**config.mk**
```make
export PLATFORM = sky130hd
export DESIGN_NAME = wwdt_core
export DESIGN_NICKNAME = d
export VERILOG_FILES = /design/src/rtl/wwdt_pkg.sv /design/src/rtl/wwdt_ticker.sv /design/src/rtl/wwdt_window.sv /design/src/rtl/wwdt_signal.sv /design/src/rtl/wwdt_core.sv
export SDC_FILE = /design/constraint.sdc
export NUM_CORES = 1
export LEC_CHECK = 0
export ABC_AREA = 0
export BUFFER_PORTS_ARGS = -buffer_cell sky130_fd_sc_hd__buf_2
export CAP_MARGIN = 5
export CORE_ASPECT_RATIO = 1.5
export CORE_MARGIN = 2
export CORE_UTILIZATION = 45
export CTS_CLUSTER_SIZE = 12
export DETAILED_ROUTE_END_ITERATION = 12
export PLACE_DENSITY_LB_ADDON = 0.08
export RECOVER_POWER = 25
export SYNTH_ARGS = -nofsm -noshare
export SYNTH_HDL_FRONTEND = slang
export SYNTH_SLANG_ARGS = --single-unit
```
**constraint.sdc**
```tcl
create_clock -name clk -period 3.5 [get_ports clk]
set_input_delay 0.175 -clock clk [delete_from_list [all_inputs] [get_ports clk]]
set_output_delay 0.175 -clock clk [all_outputs]
set_load 0.01 [all_outputs]
```
**src/rtl/wwdt_pkg.sv**
```systemverilog
package wwdt_pkg;
  // Outcome of the window check in one cycle
  typedef enum logic [1:0] {
    FLT_NONE  = 2'd0,
    FLT_EARLY = 2'd1,
    FLT_LATE  = 2'd2
  } flt_kind_e;
endpackage

```
**src/rtl/wwdt_ticker.sv**
```systemverilog
module wwdt_ticker #(
  parameter int CNT_W = 8
) (
  input  logic             clk,
  input  logic             rst,
  input  logic             run,
  input  logic             tick,
  input  logic             restart,
  output logic [CNT_W-1:0] cnt_o
);
  localparam logic [CNT_W-1:0] CNT_TOP = '1;

  logic [CNT_W-1:0] cnt_q;

  always_ff @(posedge clk) begin
    if (rst || !run || restart) begin
      cnt_q <= '0;
    end else if (tick && cnt_q != CNT_TOP) begin
      cnt_q <= cnt_q + 1'b1;
    end
  end

  assign cnt_o = cnt_q;


  hold_zero_chk: assert property (@(posedge clk) disable iff (rst)
    !run |=> cnt_q == '0);


  no_tick_hold_chk: assert property (@(posedge clk) disable iff (rst)
    run && !restart && !tick |=> $stable(cnt_q));
endmodule

```
**src/rtl/wwdt_window.sv**
```systemverilog
module wwdt_window
  import wwdt_pkg::*;
#(
  parameter int CNT_W = 8
) (
  input  logic             active,
  input  logic             tick,
  input  logic             kick,
  input  logic [CNT_W-1:0] cnt,
  input  logic [CNT_W-1:0] min_cnt,
  input  logic [CNT_W-1:0] max_cnt,
  output flt_kind_e        kind_o,
  output logic             good_o
);
  logic [CNT_W:0] cnt_nxt;
  logic           late;
  logic           too_soon;

  always_comb begin
    cnt_nxt  = {1'b0, cnt} + 1'b1;
    // Timeout tick takes priority over any refresh in the same cycle
    late     = active && tick && (cnt_nxt >= {1'b0, max_cnt});
    too_soon = cnt < min_cnt;
    if (late) begin
      kind_o = FLT_LATE;
    end else if (active && kick && too_soon) begin
      kind_o = FLT_EARLY;
    end else begin
      kind_o = FLT_NONE;
    end
    good_o = active && kick && !late && !too_soon;
  end
endmodule

```
**src/rtl/wwdt_signal.sv**
```systemverilog
module wwdt_signal
  import wwdt_pkg::*;
#(
  parameter int RST_CYC = 8
) (
  input  logic      clk,
  input  logic      rst,
  input  flt_kind_e kind,
  input  logic      irq_sel,
  input  logic      irq_clr,
  output logic      busy_o,
  output logic      rst_o,
  output logic      irq_o
);
  localparam int PW = $clog2(RST_CYC + 1);

  logic [PW-1:0] pcnt_q, pcnt_d;
  logic          fault;

  always_comb begin
    fault = kind != FLT_NONE;
    if (fault && !irq_sel) begin
      pcnt_d = PW'(RST_CYC);
    end else if (pcnt_q != '0) begin
      pcnt_d = pcnt_q - 1'b1;
    end else begin
      pcnt_d = '0;
    end
  end

  always_ff @(posedge clk) begin
    if (rst) begin
      pcnt_q <= '0;
      rst_o  <= 1'b0;
      irq_o  <= 1'b0;
    end else begin
      pcnt_q <= pcnt_d;
      rst_o  <= pcnt_d != '0;
      if (fault && irq_sel) begin
        irq_o <= 1'b1;
      end else if (irq_clr) begin
        irq_o <= 1'b0;
      end
    end
  end

  assign busy_o = pcnt_q != '0;


  pulse_start_chk: assert property (@(posedge clk) disable iff (rst)
    fault && !irq_sel |=> rst_o);


  irq_set_chk: assert property (@(posedge clk) disable iff (rst)
    fault && irq_sel |=> irq_o);


  irq_sticky_chk: assert property (@(posedge clk) disable iff (rst)
    irq_o && !irq_clr |=> irq_o);


  irq_clear_chk: assert property (@(posedge clk) disable iff (rst)
    irq_clr && !(fault && irq_sel) |=> !irq_o);
endmodule

```
**src/rtl/wwdt_core.sv**
```systemverilog
module wwdt_core
  import wwdt_pkg::*;
#(
  parameter int CNT_W   = 8,
  parameter int RST_CYC = 8
) (
  input  logic             clk,
  input  logic             rst,
  input  logic             tick_en,
  input  logic             kick,
  input  logic             wd_en,
  input  logic             irq_mode,
  input  logic             irq_clr,
  input  logic [CNT_W-1:0] min_cnt,
  input  logic [CNT_W-1:0] max_cnt,
  output logic             wd_rst,
  output logic             wd_irq
);
  logic [CNT_W-1:0] cnt;
  logic             busy;
  logic             active;
  logic             good;
  flt_kind_e        kind;

  // Window is live only when enabled and no reset pulse is running
  assign active = wd_en && !busy;

  wwdt_ticker #(.CNT_W(CNT_W)) u_ticker (
    .clk     (clk),
    .rst     (rst),
    .run     (active),
    .tick    (tick_en),
    .restart (good || (kind != FLT_NONE)),
    .cnt_o   (cnt)
  );

  wwdt_window #(.CNT_W(CNT_W)) u_window (
    .active  (active),
    .tick    (tick_en),
    .kick    (kick),
    .cnt     (cnt),
    .min_cnt (min_cnt),
    .max_cnt (max_cnt),
    .kind_o  (kind),
    .good_o  (good)
  );

  wwdt_signal #(.RST_CYC(RST_CYC)) u_signal (
    .clk     (clk),
    .rst     (rst),
    .kind    (kind),
    .irq_sel (irq_mode),
    .irq_clr (irq_clr),
    .busy_o  (busy),
    .rst_o   (wd_rst),
    .irq_o   (wd_irq)
  );


  busy_quiet_chk: assert property (@(posedge clk) disable iff (rst)
    busy |-> kind == FLT_NONE && !good);


  off_quiet_chk: assert property (@(posedge clk) disable iff (rst)
    !wd_en |-> kind == FLT_NONE);
endmodule

```
==> results.toml <==
[detailed_routing]
wl_met2_um = 1130
drc_errors = 0
wl_met3_um = 66
detail-route-antenna-nets = 0
num_vias = 979
drt-total-wl_um = 2140
met1_length_um = 913
vias_per_cell = 5.47
top_layer_used = "met4"
wl_per_cell_um = 11.9
drtIter0Drc = 14
drt-pass1-iter-count = 4

[clock_network]
cts.path.max_buffers = 2
worstSkewPairLatency_ns = 0.26
cts_buffers = 3
cts_root_buf = "clkbuf_4"
cts_sinks = 14
clk_pin_slew_worst_paths_ns = 0.07
htreeDepth = 1
cts_setup_buffers = 0
cts_tree = "done"
post_cts_resized = 0
holdBufCountCts = 0

[global_route]
gr-usage-all-layers_pct = 17.0
antenna_found_initial = 0
grt-ovfl-total = 0
grt_pass1_wl_um = 3740
grt_pass1_vias = 962
grt_start_max_net_pins = 9

[die]
std_cell_rows = 21
die-height_um = 64.2
boundaryPins = 25
initial_core_util_pct = 48.2
die_w_um = 44.2
core_area_mm2 = 0.00226
dieArea_mm2 = 0.00284

[sta]
slew_viol_final = 0
fin_skew_ns = 0.00168
clock.fmax_mhz = 348
slew_headroom_pct = 63.9
worst_pin_slew_ns = 0.539
fin_crit_sh_pct = 82.1
period_needed_ns = 2.87
fin_setup_tns_ns = 0
rsz0062_at_grt = "no"
setup_viol = 0
final_hold_viol_count = 0

[logic_synthesis]
synthesis.area_mm2 = 0.00109
synth_fp_nets = 169
synth_top_area_share_pct = 25.7
synthCells = 129
synth_edf_count = 0
yosysTopAreaCell = "dfxtp_1"
syn_area_per_cell_um2 = 8.44
yosysUniqueCellTypes = 33
ys_seq_area_share_pct = 25.7
synth-seq-cells = 14
synthTopCellsByArea = "dfxtp_1 (26%), ha_1 (20%), inv_1 (6.6%)"
async_reset_ff_share_pct = 0
yosysWarnings = 0
synthFlopType = "dfxtp_1"

[placed_design]
gp_congestion = 0.778
dp.cells = 176
portBuffers = 24
place_area_mm2 = 0.00124
dp_hpwl_um = 1820

[power]
power.switching_mw = 0.138
pwr-share-seq_pct = 47.0
internal_power_mw = 0.286
cellPowerDensity_mw_per_mm2 = 338
leakagePower_nw = 0.638
netSwitchingFraction_pct = 32.5
clkPwrFrac_pct = 19.7
total_power_mw = 0.424
combinationalPowerShare_pct = 33.2
ir_drop_uv = 263

[worst_setup_path]
required_ns = 3.70
crit_fanout = 8
critPathLaunchType = "register"
cp-end-kind = "register"
arrival_ns = 3.08
worst-setup-path-type = "reg2reg"

[hold_path]
hold_class = "in2reg"

[final_layout]
fillers = 232
nNetsFinal = 198
layout-drive-gt1-share_pct = 18.6
fin_area_mm2 = 0.00125
area_delta_synth_final_pct = 15.1
stdcell_count = 179
layout_common_cells = "buf_2 (22), inv_1 (19), ha_1 (17)"
num_antenna_cells = 0
layout_commonest_cell = "buf_2"
finish.utilization_pct = 55.4

[outcome]
status = "complete, no violations"

[flow_run]
drv_cap = 0
-- power groups by stage --
stage,Combinational [mW],Sequential [mW],Clock [mW]
6_report,0.141,0.199,0.0836
5_1_grt,0.161,0.202,0.0967
4_1_cts,0.147,0.201,0.0886
3_5_place_dp,0.147,0.204,0
3_3_place_gp,0.141,0.203,0
2_1_floorplan,0.102,0.204,0
-- per-layer routing --
metal | up-vias | GRT usage [%]
met3 | 4 | 2.82
met2 | 18 | 29.6
met5 | - | 0
met1 | 451 | 20.0
li1 | 506 | -
met4 | 0 | 6.06
-- cells by family (layout without fill, tap and decap cells) --
group | after synthesis | count (layout) | synth area share [%]
buffers and inverters | 19 | 46 | 6.55
XOR/XNOR | 12 | 12 | 9.66
flip-flops | 14 | 14 | 25.7
adder cells (fa/ha/maj) | 17 | 17 | 19.5
AO/OA/AOI/OAI | 21 | 21 | 14.4
AND/OR/NAND/NOR | 44 | 44 | 22.3
multiplexers | 2 | 2 | 1.84
-- cell usage after synthesis, types with 2 or more instances --
cell type,count
a211oi_1,2
a21o_1,2
a21oi_1,7
and3_1,3
dfxtp_1,14
ha_1,17
inv_1,19
mux2i_1,2
nand2_1,5
nand2b_1,5
nand3_1,2
nand4_1,3
nor2_1,13
nor3_1,4
o21ai_0,2
or3_1,2
xnor2_1,7
xor2_1,5
-- critical path, stage by stage (launching register included) --
cell,delay (ns)
dfxtp_1,0.46
and3_1,0.25
nand3_1,0.18
nor2_1,0.17
xor2_1,0.17
ha_1,0.27
and3_4,0.20
a221oi_2,0.23
o211ai_1,0.18
a2111o_1,0.57
nor2_1,0.14
-- through the flow --
step                setup WS [ns]  hold slack [ns]
detailed placement          0.614            0.443
floorplan                   0.952            0.244
global route                0.338            0.157
global placement            0.684            0.441
CTS                         0.582            0.148
finish                      0.626            0.164
-- state kept, by name, summed over array words and instances (netlist names) --
signal           count
u_signal.rst_o       1
u_ticker.cnt_o       8
u_signal.irq_o       1
u_signal.pcnt_q      4
-- path summary, 6_finish.rpt --
kind                                    startpoint                  to  slack, ns  cells past startpoint
worst max-delay path             u_ticker.cnt_o[2]   u_ticker.cnt_o[7]       0.63                     10
worst min-delay path                           rst  u_signal.pcnt_q[2]       0.16                      2
worst max register to register   u_ticker.cnt_o[2]   u_ticker.cnt_o[7]       0.63                     10
worst min register to register  u_signal.pcnt_q[0]  u_signal.pcnt_q[0]       0.49                      1
-- final cells by class --
cell class	count	area [um^2]	area share (%)
well taps	23	28.8	2.30
clock buffers	3	22.5	1.80
inverters	19	71.3	5.69
flip-flops and latches	14	280	22.4
multi-input cells	96	732	58.4
repair buffers	24	118	9.39
Note: power is estimated with default switching activity, not from simulation.
